$ cat config.mk
export PLATFORM = sky130hd
export DESIGN_NAME = sec_prio_intc
export DESIGN_NICKNAME = d
export VERILOG_FILES = /design/src/rtl/sec_prio_intc.sv
export SDC_FILE = /design/constraint.sdc
export NUM_CORES = 1
export LEC_CHECK = 0
export ABC_CLOCK_PERIOD_IN_PS = 42500
export BUFFER_PORTS_ARGS = -buffer_cell sky130_fd_sc_hd__buf_2
export CAP_MARGIN = 15
export CORE_ASPECT_RATIO = 0.6
export CORE_MARGIN = 2
export CORE_UTILIZATION = 30
export DETAILED_ROUTE_END_ITERATION = 8
export PLACE_DENSITY = 0.54
export SLEW_MARGIN = 0
export SYNTH_ARGS = -nofsm -noshare
export SYNTH_HDL_FRONTEND = slang
export SYNTH_SLANG_ARGS = --single-unit
$ cat constraint.sdc
create_clock -name clk -period 42.5 [get_ports clk]
set_input_delay 10.625 -clock clk [delete_from_list [all_inputs] [get_ports clk]]
set_output_delay 10.625 -clock clk [all_outputs]
set_load 0.02 [all_outputs]
$ cat src/rtl/sec_prio_intc.sv
module sec_prio_intc #(
  parameter int NSRC      = 16,
  parameter int PW        = 4,
  parameter int DEPTH     = 4,
  parameter int AW        = 8,
  parameter int DW        = 32,
  parameter int PRIO_BASE = 16
) (
  input  logic            clk,
  input  logic            rst_n,
  input  logic [NSRC-1:0] src_i,
  input  logic            leg_fiq_i,
  input  logic            leg_irq_i,
  input  logic            bus_en_i,
  input  logic            bus_we_i,
  input  logic            bus_ns_i,
  input  logic [AW-1:0]   bus_addr_i,
  input  logic [DW-1:0]   bus_wdata_i,
  output logic [DW-1:0]   bus_rdata_o,
  output logic            fiq_o,
  output logic            irq_o
);
  localparam int IW  = $clog2(NSRC);
  localparam int IDW = $clog2(NSRC + 1);
  localparam int SPW = $clog2(DEPTH + 1);
  localparam int RW  = PW + 1;
  localparam logic [RW-1:0]  IDLE = {1'b1, {PW{1'b0}}};
  localparam logic [IDW-1:0] SPUR = IDW'(NSRC);
  localparam logic [AW-1:0]  A_MODE = 8'h00, A_SEC = 8'h01, A_EN = 8'h02,
                             A_ACK = 8'h03, A_EOI = 8'h04, A_RUN = 8'h05;
  localparam logic [AW-1:0]  A_PB = AW'(PRIO_BASE);

  logic [1:0]      mode_q;
  logic [NSRC-1:0] sec_q, en_q, cand;
  logic [PW-1:0]   prio_q [NSRC];
  logic [RW-1:0]   stk_q  [DEPTH];
  logic [SPW-1:0]  sp_q;
  logic [RW-1:0]   run;

  wire wr = bus_en_i & bus_we_i;
  wire rd = bus_en_i & ~bus_we_i;
  wire [AW-1:0] poff = bus_addr_i - A_PB;
  wire p_hit = (bus_addr_i >= A_PB) && (poff < AW'(NSRC));
  wire [IW-1:0] pidx = poff[IW-1:0];

  always_comb begin
    run = IDLE;
    for (int k = 0; k < DEPTH; k++)
      if (SPW'(k) < sp_q) run = stk_q[k];
  end

  always_comb
    for (int i = 0; i < NSRC; i++)
      cand[i] = src_i[i] && en_q[i] && ({1'b0, prio_q[i]} < run);

  wire sec_req = |(cand & sec_q);
  wire ns_req  = |(cand & ~sec_q);

  logic           all_vld, ns_vld;
  logic [IDW-1:0] all_id, ns_id;
  logic [PW-1:0]  all_pr, ns_pr;

  always_comb begin
    all_vld = 1'b0; all_id = '0; all_pr = '0;
    ns_vld  = 1'b0; ns_id  = '0; ns_pr  = '0;
    for (int i = 0; i < NSRC; i++) begin
      if (cand[i] && (!all_vld || prio_q[i] < all_pr)) begin
        all_vld = 1'b1; all_id = IDW'(i); all_pr = prio_q[i];
      end
      if (cand[i] && !sec_q[i] && (!ns_vld || prio_q[i] < ns_pr)) begin
        ns_vld = 1'b1; ns_id = IDW'(i); ns_pr = prio_q[i];
      end
    end
  end

  wire           ack_vld = bus_ns_i ? ns_vld : all_vld;
  wire [IDW-1:0] ack_id  = bus_ns_i ? ns_id  : all_id;
  wire [PW-1:0]  ack_pr  = bus_ns_i ? ns_pr  : all_pr;
  wire           ack_ok  = ack_vld && (sp_q < SPW'(DEPTH));
  wire           do_ack  = rd && bus_addr_i == A_ACK;

  logic [DW-1:0] rd_val;
  always_comb begin
    rd_val = '0;
    case (bus_addr_i)
      A_MODE:  rd_val = DW'(mode_q);
      A_SEC:   rd_val = bus_ns_i ? '0 : DW'(sec_q);
      A_EN:    rd_val = DW'(bus_ns_i ? (en_q & ~sec_q) : en_q);
      A_ACK:   rd_val = DW'(ack_ok ? ack_id : SPUR);
      A_RUN:   rd_val = DW'(run);
      default: if (p_hit && !(bus_ns_i && sec_q[pidx])) rd_val = DW'(prio_q[pidx]);
    endcase
  end

  always_ff @(posedge clk) begin
    if (!rst_n) begin
      mode_q <= '0;
      sec_q <= '0;
      en_q <= '0;
      sp_q <= '0;
      bus_rdata_o <= '0;
      for (int i = 0; i < NSRC; i++) prio_q[i] <= '0;
      for (int k = 0; k < DEPTH; k++) stk_q[k] <= IDLE;
    end else begin
      if (rd) bus_rdata_o <= rd_val;
      if (do_ack && ack_ok) begin
        for (int k = 0; k < DEPTH; k++)
          if (sp_q == SPW'(k)) stk_q[k] <= {1'b0, ack_pr};
        sp_q <= sp_q + SPW'(1);
      end
      if (wr) begin
        case (bus_addr_i)
          A_MODE: if (!bus_ns_i) mode_q <= bus_wdata_i[1:0];
          A_SEC:  if (!bus_ns_i) sec_q <= bus_wdata_i[NSRC-1:0];
          A_EN:   en_q <= bus_ns_i ? ((en_q & sec_q) | (bus_wdata_i[NSRC-1:0] & ~sec_q))
                                   : bus_wdata_i[NSRC-1:0];
          A_EOI:  if (sp_q != '0) sp_q <= sp_q - SPW'(1);
          default:
            if (p_hit) begin
              if (!bus_ns_i) prio_q[pidx] <= bus_wdata_i[PW-1:0];
              else if (!sec_q[pidx]) prio_q[pidx] <= {1'b1, bus_wdata_i[PW-2:0]};
            end
        endcase
      end
    end
  end

  always_ff @(posedge clk) begin
    if (!rst_n) begin
      fiq_o <= 1'b0;
      irq_o <= 1'b0;
    end else begin
      fiq_o <= mode_q[0] ? leg_fiq_i : sec_req;
      irq_o <= mode_q[1] ? leg_irq_i : (mode_q[0] ? (sec_req | ns_req) : ns_req);
    end
  end

  p_mode_lock_r2: assert property (@(posedge clk) disable iff (!rst_n)
    (wr && bus_ns_i && bus_addr_i == A_MODE) |=> $stable(mode_q));
  p_sec_lock_r2: assert property (@(posedge clk) disable iff (!rst_n)
    (wr && bus_ns_i && bus_addr_i == A_SEC) |=> $stable(sec_q));
  p_route_normal_r5: assert property (@(posedge clk) disable iff (!rst_n)
    (mode_q == 2'b00) |=> (fiq_o == $past(sec_req) && irq_o == $past(ns_req)));
  p_ack_push_r7: assert property (@(posedge clk) disable iff (!rst_n)
    (do_ack && ack_ok) |=> (run < $past(run)));
  p_stack_bound_r8: assert property (@(posedge clk) disable iff (!rst_n)
    (do_ack && sp_q == SPW'(DEPTH)) |=> (sp_q == SPW'(DEPTH)));
  p_eoi_empty_r8: assert property (@(posedge clk) disable iff (!rst_n)
    (wr && bus_addr_i == A_EOI && sp_q == '0) |=> (run == IDLE));
  p_fast_bypass_r9: assert property (@(posedge clk) disable iff (!rst_n)
    mode_q[0] |=> (fiq_o == $past(leg_fiq_i)));
  p_normal_bypass_r10: assert property (@(posedge clk) disable iff (!rst_n)
    mode_q[1] |=> (irq_o == $past(leg_irq_i)));

  for (genvar g = 0; g < NSRC; g++) begin : g_chk
    p_prio_lock_r3: assert property (@(posedge clk) disable iff (!rst_n)
      (wr && bus_ns_i && p_hit && pidx == IW'(g) && sec_q[g]) |=> $stable(prio_q[g]));
    p_ns_prio_msb_r4: assert property (@(posedge clk) disable iff (!rst_n)
      (wr && bus_ns_i && p_hit && pidx == IW'(g) && !sec_q[g]) |=> prio_q[g][PW-1]);
  end
endmodule

* Yosys cells after proc, flatten, opt, wreduce, memory -nomap -nowiden
Memories as Yosys holds them, arrays and structs flattened. Cells that the tools add are included.
Operators by class: bitwise operators 18, equality and inequality tests 8, $lt $le $gt $ge 54, $add $sub $neg 3, muxes and demuxes 154, reductions and logical operators 171
Operator list (number):
- $mux W5 | 38
- $pmux W32 S5 | 1
- $mux W4 | 37
- $lt A4 B4 Y1 | 30
- $logic_and A1 B1 Y1 | 84
- $lt A4 B5 Y1 | 16
- $mux W1 | 70
- $and A16 B16 Y16 | 4
- $logic_not A1 Y1 | 47
- $and A16 B32 Y32 | 1
- $mux W16 | 2
- $mux W32 | 1
- $not A16 Y32 | 1
- $reduce_or A16 Y1 | 2
- $logic_or A1 B1 Y1 | 30
- $eq A8 B2 Y1 const B | 2
- $eq A8 B3 Y1 const B | 2
- $not A16 Y16 | 1
- $or A16 B16 Y16 | 1
- $mux W3 | 4
- $eq A8 B1 Y1 const B | 1
- $ge A8 B5 Y1 const B | 1
- $logic_not A8 Y1 | 1
- $lt A8 B5 Y1 const B | 1
- 18 further kinds | 30
Word-level totals: register bits after elaboration 71, memories 2, RAM bits 84, logic and storage cells 417, bits of input ports 63
Memory list:
- prio_q | words 16, width 4, rd ports 17, clocked after Yosys merged registers in 0, write ports 16, RTL line 35 | logic [PW-1:0] prio_q [NSRC];
- stk_q | words 4, width 5, rd ports 4, clocked after Yosys merged registers in 0, write ports 4, RTL line 36 | logic [RW-1:0] stk_q [DEPTH];

* Logic depth before layout (Yosys ltp)
Gate-level depths: netlist of run 1.
word-level depth 76, mapped depth 137, depth with buffers taken out 132

* Least setup slack after synthesis of run 1
Ideal clock, no wire load.
path kind input port to flip-flop, from input port src_i[0], to memory stk_q[0][3] (netlist name), data pin, buffers on the path 4, arrival 33752 ps, data required time 42237 ps, slack 8485 ps, setup time 263 ps, stages on the path 118, cell sequence nand2_1 > a2111o_1 > o32ai_1 > buf_2 > buf_1 > nand2_1 > nor2_1 > inv_1 > ha_1 > a41oi_1 > a21oi_1 > nand2_1 > nand2_1 > mux2_2 > inv_1 > ha_1 > o21a_1 > o221ai_1 > [... 82 more ...] > nor3_1 > o221a_1 > o21ai_0 > o21a_1 > ha_1 > a211oi_1 > nand2_1 > or2_2 > o31a_1 > o211ai_1 > nand2_1 > ha_1 > a21oi_1 > o21ai_0 > or3_1 > o211a_1 > a32oi_2 > a21oi_1
RTL lines:
- start: declaration | RTL line 11 | input logic [NSRC-1:0] src_i,
- end: declaration | RTL line 36

==> results of run 1 <==
report_power, final:
group / internal [W] / leakage [nW] / switching [W]
clock: 0.0000832 / 0.281 / 0.0000663
sequential: 0.000146 / 1.25 / 0.00000984
combinational: 0.0000161 / 4.49 / 0.0000243
total: 0.000245 / 6.02 / 0.000100
worst min path at each step:
stage / to / from
finish: stk_q[2][4] / stk_q[2][4]
detailed placement: stk_q[2][4] / stk_q[2][4]
global route: stk_q[2][4] / stk_q[2][4]
floorplan: stk_q[1][4] / stk_q[1][4]
global placement: stk_q[2][4] / stk_q[2][4]
CTS: stk_q[2][4] / stk_q[2][4]
cells in the mapped netlist (9+ instances only):
library cell	instances
sky130_fd_sc_hd__a21boi_0	24
sky130_fd_sc_hd__buf_4	16
sky130_fd_sc_hd__and2_1	35
sky130_fd_sc_hd__mux4_2	25
sky130_fd_sc_hd__a22oi_1	29
sky130_fd_sc_hd__and3_1	46
sky130_fd_sc_hd__o211ai_1	17
sky130_fd_sc_hd__o21ai_0	78
sky130_fd_sc_hd__a21oi_1	148
sky130_fd_sc_hd__nor2b_1	43
sky130_fd_sc_hd__nand4_1	9
sky130_fd_sc_hd__a211o_1	12
sky130_fd_sc_hd__a21o_1	25
sky130_fd_sc_hd__clkbuf_1	52
sky130_fd_sc_hd__nor3_1	51
sky130_fd_sc_hd__o21ai_1	15
sky130_fd_sc_hd__a211oi_1	18
sky130_fd_sc_hd__edfxtp_1	81
sky130_fd_sc_hd__nor4_1	10
sky130_fd_sc_hd__nand2_1	193
sky130_fd_sc_hd__mux2_2	31
sky130_fd_sc_hd__o22ai_1	9
sky130_fd_sc_hd__a31oi_1	22
sky130_fd_sc_hd__ha_1	129
sky130_fd_sc_hd__inv_1	100
sky130_fd_sc_hd__nand2b_1	30
sky130_fd_sc_hd__nand3_1	34
sky130_fd_sc_hd__o31ai_1	10
sky130_fd_sc_hd__mux2i_1	49
sky130_fd_sc_hd__buf_1	9
sky130_fd_sc_hd__nor2_1	132
sky130_fd_sc_hd__or2_2	15
sky130_fd_sc_hd__dfxtp_1	58
sky130_fd_sc_hd__o21a_1	41
kinds of logic (layout without fill, tap and decap cells):
family | after synthesis | after routing | synth area share
simple gates | 624 | 624 | 0.2135
mux | 108 | 108 | 0.1008
buf+inv | 184 | 212 | 0.05367
fa+ha+maj | 132 | 132 | 0.1154
flops | 139 | 139 | 0.2523
xor+xnor | 4 | 4 | 0.002460
compound gates | 545 | 545 | 0.2616
other cells | 1 | 16 | 0.0002633
worst max-delay path, delay by kind of cell:
family,cells,cell delay (ns)
and+or+nand+nor,31,7.39
muxes,7,2.36
adders and majority gates,15,4.16
buffers and inverters,11,1.15
AOI/OAI and AO/OA,54,12.24
cell type report:
cell class,instances,area (sq um)
fillers,4891,30820
multi-input cells,1429,9976
flip-flops and latches,139,3593
well taps,630,788.3
clock buffers,18,439.2
repair buffers,79,430.4
inverters,101,379.1
clock inverters,14,132.6
per-stage QoR:
stage	total power, W	instances
after floorplan	0.0001822	1752
after global routing	0.0003574	2410
after detailed placement	0.0001978	2377
after CTS	0.0003457	2409
after global placement	0.0001966	2377
final	0.0003458	2410
metal layers:
metal	vias to the layer above	global-route usage	part of all wire
met4	0	0.03556	0.0094
li1	6530	-	-
met2	608	0.2999	0.39
met5	-	0	0
met3	39	0.04024	0.095
met1	6896	0.3586	0.51
==> impl_summary.txt, run 1 <==
----------------------------------------------------
[Timing]
  Final Max Tran Viols ... 0
  Measured slew at the worst slew-check pin ... 1.122 ns
  Final-report setup violation count ... 0
  Setup ws final ... 4.696 ns
  Worst-case clock skew ... ~0.015 ns
  Setup repair after global routing missed its margin ... false
  Final-report hold violation count ... 0
  Part of the cycle the worst path needs ... 0.8895
  Upper clock frequency limit ... between 0.02 and 0.03 GHz
  Final critical path time including I/O delays and setup ... approximately 38 ns
  Fin Hold WS ... around 0.45 ns
  Worst slew slack as a fraction of its limit ... 0.2493
  Final-layout setup total negative slack ... 0 ns

[Place]
  Area after detailed placement ... around 15000 sq um
  Port-buffer cells ... 64
  Placer Congestion ... ~0.92
  DP HPWL ... 43250 um
  Worst-case setup slack after placement ... 4.187 ns

[Layout]
  Commonest non-fill, non-tap cells in the layout ... sky130_fd_sc_hd__nand2_1 (193), sky130_fd_sc_hd__a21oi_1 (145), sky130_fd_sc_hd__nor2_1 (130)
  Number of antenna repair diodes ... 0
  Final Util ... 0.3381
  Most frequent standard cell in the layout excluding fill and tap cells ... sky130_fd_sc_hd__nand2_1
  Area overhead of the layout relative to synthesis ... 10.50%
  Net count reported at finish ... a little under 2k
  Non-Filler Cell Area, Final ... roughly 16000 sq um
  Fraction of final layout cells with drive strength greater than 1 ... 0.1191

[Setup path]
  Critical path capture point type ... register
  Capturing element of the worst setup path ... stk_q[2][3]
  Source of the worst register-to-register timing path ... sp_q[0]
  Critical Path Max Stage Delay ... 0.69 ns
  Worst-path maximum fanout ... 20
  Register-to-register setup slack ... ~13 ns
  Number of cell instances on the worst register-to-register path ... roughly 120
  Crit. Startpoint ... src_i[0]
  Type of the worst setup path ... in2reg
  Worst EP arrival ... about 38 ns
  Crit start category ... input port
  Worst reg2reg path endpoint ... stk_q[2][3]
  Master of the slowest instance on the critical path ... sky130_fd_sc_hd__a311oi_4
  Cell repeated most along the worst path ... sky130_fd_sc_hd__ha_1
  Required time worst endpoint ... around 43 ns

[Route]
  Number of detailed-routing iterations run before antenna repair ... 6
  Number of design-rule violations left by the first detailed-router iteration ... roughly 1.8k
  Via-to-Cell Ratio ... roughly 5.8
  Detailed-route via count ... 14.07k
  Post-detailed-route DRC marker count ... 0
  Routed WL ... approximately 56000 um
  Routed length per instance ... about 23 um
  Count of antenna-violating nets left after detailed routing ... 0

[Synthesis]
  Synth warn ... 0
  Area share of the largest cell type after synthesis ... 0.1708
  Average instance area after synthesis ... between 8 and 9 sq um
  Number of enable-type register cells in the synthesized netlist ... 81
  Flip-flop cell with the highest count after synthesis ... sky130_fd_sc_hd__edfxtp_1
  Largest cells by area after synthesis ... sky130_fd_sc_hd__edfxtp_1 (17%), sky130_fd_sc_hd__ha_1 (11%), sky130_fd_sc_hd__dfxtp_1 (8.2%)
  Post-synth design cell area ... between 10000 and 15000 sq um
  Cells after Synth ... roughly 1.7k
  Count of distinct cell types in the synthesized netlist ... 100
  Register bit count reported by yosys ... approximately 140
  Sequential area share after synthesis ... 0.2523
  Cell type with the highest aggregate area in the netlist ... sky130_fd_sc_hd__edfxtp_1
  Async SR Flop Fraction ... 0

[Power]
  Power density over cell area ... 21.97 nW/um^2
  Static Leak ... 6.020 nW
  Maximum resistive drop on vdd ... approximately 28 uV

[Clock tree]
  Post-CTS resize count ... 0
  Clock tree buffer depth ... 2
  Htree depth ... 4
  Inserted Clock Buffers ... 17
  Total clock sinks ... between 100 and 150
  CTS Hold Buffers Added ... 0
  CTS tree ... built
  Number of buffers added for setup after CTS ... 0
  Library cell used as clock root buffer ... sky130_fd_sc_hd__clkbuf_16
  Clock transition at the registers of the reported paths ... roughly 0.060 ns
  Later-pin clock latency in the skew report ... 0.44 ns

[Run status]
  Status ... finished, final reports clean

[Floorplan]
  Placeable Area ... roughly 47000 sq um
  Initial standard-cell utilization of the core ... 0.3059
  Total Die Area ... between 40000 and 50000 sq um
  Y dimension of the die ... approximately 170 um
  FP Rows ... 61
  Count of pins on the block boundary ... slightly below 100
  Width of the die ... between 200 and 300 um

[GRT]
  Global route total overflow ... 0
  Initial antenna violation count ... 1
  Pin count of the biggest net entering global routing ... between 80 and 90
  Number of global-route vias before repair ... roughly 13k
  First-pass GRT wire length ... around 83000 um
  Total global-route track usage ... 0.2214

[Run]
  Max-cap violations ... 0

[Hold path]
  Class of the tightest hold or removal check ... reg2reg
  WHS Path Cells ... 2

----------------------------------------------------
Note: power is estimated with default switching activity, not from simulation.
==> run 2, diff against run 1 <==
Settings changed: ABC_CLOCK_PERIOD_IN_PS 42500 to 38500, TNS_END_PERCENT from default to 10.
Clock period 42.5 ns to 38.5 ns, I/O delays scaled along.
==> run 2 against run 1 <==
  * Final area is 0.25% higher
  * Combinational power is 11% higher
  * Largest cell class unchanged
  * Largest power group unchanged
  * Sequential power is 10% higher
  * Register-to-register slack worse by 3.7 ns
  * Sequential share of layout area is 0.056 points lower
  * Flip-flop and latch count stayed put
  * Non-clock buffer count is 2 higher
  * Clock skew is 0.0015 ns lower
  * Critical path depth is 3 lower
  * Hold slack worse by 0.0032 ns
  * Clock-buffer cell count stayed put
==> impl_summary.txt, run 2 (synthesized netlist as in run 1, its figures left out) <==
----------------------------------------------------
[Setup path]
  Worst-path maximum fanout ... 12 (-40%)
  Cell repeated most along the worst path ... sky130_fd_sc_hd__ha_1
  Crit start category ... input port
  Critical path capture point type ... register
  Required time worst endpoint ... 38.67 ns (-4.00 ns)
  Type of the worst setup path ... in2reg
  Worst EP arrival ... 36.41 ns (-1.56 ns)
  Master of the slowest instance on the critical path ... sky130_fd_sc_hd__a2111oi_2
  Number of cell instances on the worst register-to-register path ... 120 (-2.4%)
  Register-to-register setup slack ... 9.17 ns (-3.69 ns)
  Critical Path Max Stage Delay ... 0.64 ns (-0.05 ns)

[Clock tree]
  Later-pin clock latency in the skew report ... 0.44 ns (about the same)
  Post-CTS resize count ... 0 (unchanged)
  Clock tree buffer depth ... 2 (unchanged)
  Number of buffers added for setup after CTS ... 0 (unchanged)
  CTS Hold Buffers Added ... 0 (unchanged)
  CTS tree ... built
  Clock transition at the registers of the reported paths ... 0.06 ns (about the same)
  Inserted Clock Buffers ... 17 (unchanged)
  Htree depth ... 4 (unchanged)
  Library cell used as clock root buffer ... sky130_fd_sc_hd__clkbuf_16
  Total clock sinks ... 139 (unchanged)

[Floorplan]
  Y dimension of the die ... 172.8 um (unchanged)
  Width of the die ... 285.3 um (unchanged)
  Total Die Area ... 49300 sq um (unchanged)
  FP Rows ... 61 (unchanged)
  Placeable Area ... 46560 sq um (unchanged)
  Initial standard-cell utilization of the core ... 0.3059 (unchanged)
  Count of pins on the block boundary ... 97 (unchanged)

[Route]
  Routed WL ... 56270 um (+0.64%)
  Number of detailed-routing iterations run before antenna repair ... 8 (+2)
  Number of design-rule violations left by the first detailed-router iteration ... 1962 (+8.2%)
  Routed length per instance ... 23.33 um (+0.56%)
  Count of antenna-violating nets left after detailed routing ... 0 (unchanged)
  Via-to-Cell Ratio ... 5.857 (+0.31%)
  Detailed-route via count ... 14.13k (+0.39%)
  Post-detailed-route DRC marker count ... 0 (unchanged)

[Timing]
  Worst-case clock skew ... 0.01328 ns (-0.001455 ns)
  Final Max Tran Viols ... 0 (unchanged)
  Final-report hold violation count ... 0 (unchanged)
  Measured slew at the worst slew-check pin ... 1.110 ns (-0.01183 ns)
  Upper clock frequency limit ... ~0.028 GHz
  Final critical path time including I/O delays and setup ... 36.24 ns
  Final-report setup violation count ... 0 (unchanged)
  Setup repair after global routing missed its margin ... false
  Worst slew slack as a fraction of its limit ... 0.2600 (+0.01065)
  Part of the cycle the worst path needs ... 0.9413
  Final-layout setup total negative slack ... 0 ns (unchanged)

[Layout]
  Number of antenna repair diodes ... 0 (unchanged)
  Sequential cell area ... 3593 sq um (unchanged)
  Total area of multi-input combinational cells ... 9993 sq um (+0.18%)
  Net count reported at finish ... 1961 (+0.10%)
  Area overhead of the layout relative to synthesis ... 10.77%
  Commonest non-fill, non-tap cells in the layout ... sky130_fd_sc_hd__nand2_1 (193), sky130_fd_sc_hd__a21oi_1 (145), sky130_fd_sc_hd__nor2_1 (131)
  Filler cells ... 4854 (-0.76%)
  Non-Filler Cell Area, Final ... 15780 sq um (+0.25%)
  Fraction of final layout cells with drive strength greater than 1 ... 0.1207 (+0.001550)
  Most frequent standard cell in the layout excluding fill and tap cells ... sky130_fd_sc_hd__nand2_1

[GRT]
  Total global-route track usage ... 0.2220 (+0.0005785)
  First-pass GRT wire length ... 83170 um (-0.12%)
  Global route total overflow ... 0 (unchanged)
  Initial antenna violation count ... 0 (-1)
  Number of global-route vias before repair ... 12.91k (+0.23%)
  Pin count of the biggest net entering global routing ... 83 (unchanged)

[Power]
  Maximum resistive drop on vdd ... 29.82 uV (+7.5%)
  Static Leak ... 6.027 nW (+0.11%)
  Power density over cell area ... 24.19 nW/um^2 (+10%)

[Place]
  Area after detailed placement ... 15180 sq um (+0.13%)
  Port-buffer cells ... 64 (unchanged)
  DP HPWL ... 43350 um (+0.23%)
  Placer Congestion ... 0.9352 (+1.7%)

[Run]
  Max-cap violations ... 0 (unchanged)

[Hold path]
  Class of the tightest hold or removal check ... reg2reg
  WHS Path Cells ... 2 (unchanged)

[Run status]
  Status ... finished, final reports clean

----------------------------------------------------
-- run 2: power by group --
part | total [W] | switching, W | internal, W
Combinational | 0.0000449 | 0.0000271 | 0.0000178
Sequential | 0.000172 | 0.0000108 | 0.000161
Clock | 0.000165 | 0.0000729 | 0.0000918
Total | 0.000382 | 0.000111 | 0.000271
-- run 2: final cells by class --
class,instances,share of cell area
Timing Repair Buffer,81,0.02839
Clock buffer,18,0.02784
Clock inverter,14,0.008644
Tap cell,630,0.04996
Sequential cell,139,0.2278
Inverter,101,0.02403
Multi-Input combinational cell,1429,0.6334
-- run 2: metal layers --
layer | GRT usage | vias to the layer above | part of all wire
met1 | 0.3511 | 6854 | 0.49
li1 | - | 6536 | -
met3 | 0.05383 | 49 | 0.11
met2 | 0.2989 | 689 | 0.39
met4 | 0.03927 | 0 | 0.012
met5 | 0 | - | 0
-- run 2: stage by stage --
step	hold WS [ns]	cells	utilization	power, W	setup slack (ns)
after floorplan	0.4218	1752	-	0.0002012	5.485
after global placement	0.4334	2380	0.3261	0.0002172	1.659
after detailed placement	0.4390	2380	0.3261	0.0002186	1.473
after CTS	0.4495	2412	0.3385	0.0003802	1.756
after global routing	0.4791	2412	0.3389	0.0003943	0.1355
final	0.4448	2412	0.3389	0.0003816	2.260
-- run 2: worst paths after layout --
kind / startpoint / endpoint
worst max-delay path: src_i[0] / stk_q[2][3]
worst min-delay path: stk_q[2][4] / stk_q[2][4]
worst max register to register: sp_q[0] / stk_q[2][3]
worst min register to register: stk_q[2][4] / stk_q[2][4]
-- run 2: critical path, delay by kind of cell --
family,cells,cell delay [ns]
adder cells (fa/ha/maj),15,4.48
AO/OA/AOI/OAI,55,13.55
buffers and inverters,11,0.98
multiplexers,7,2.36
AND/OR/NAND/NOR,27,5.39
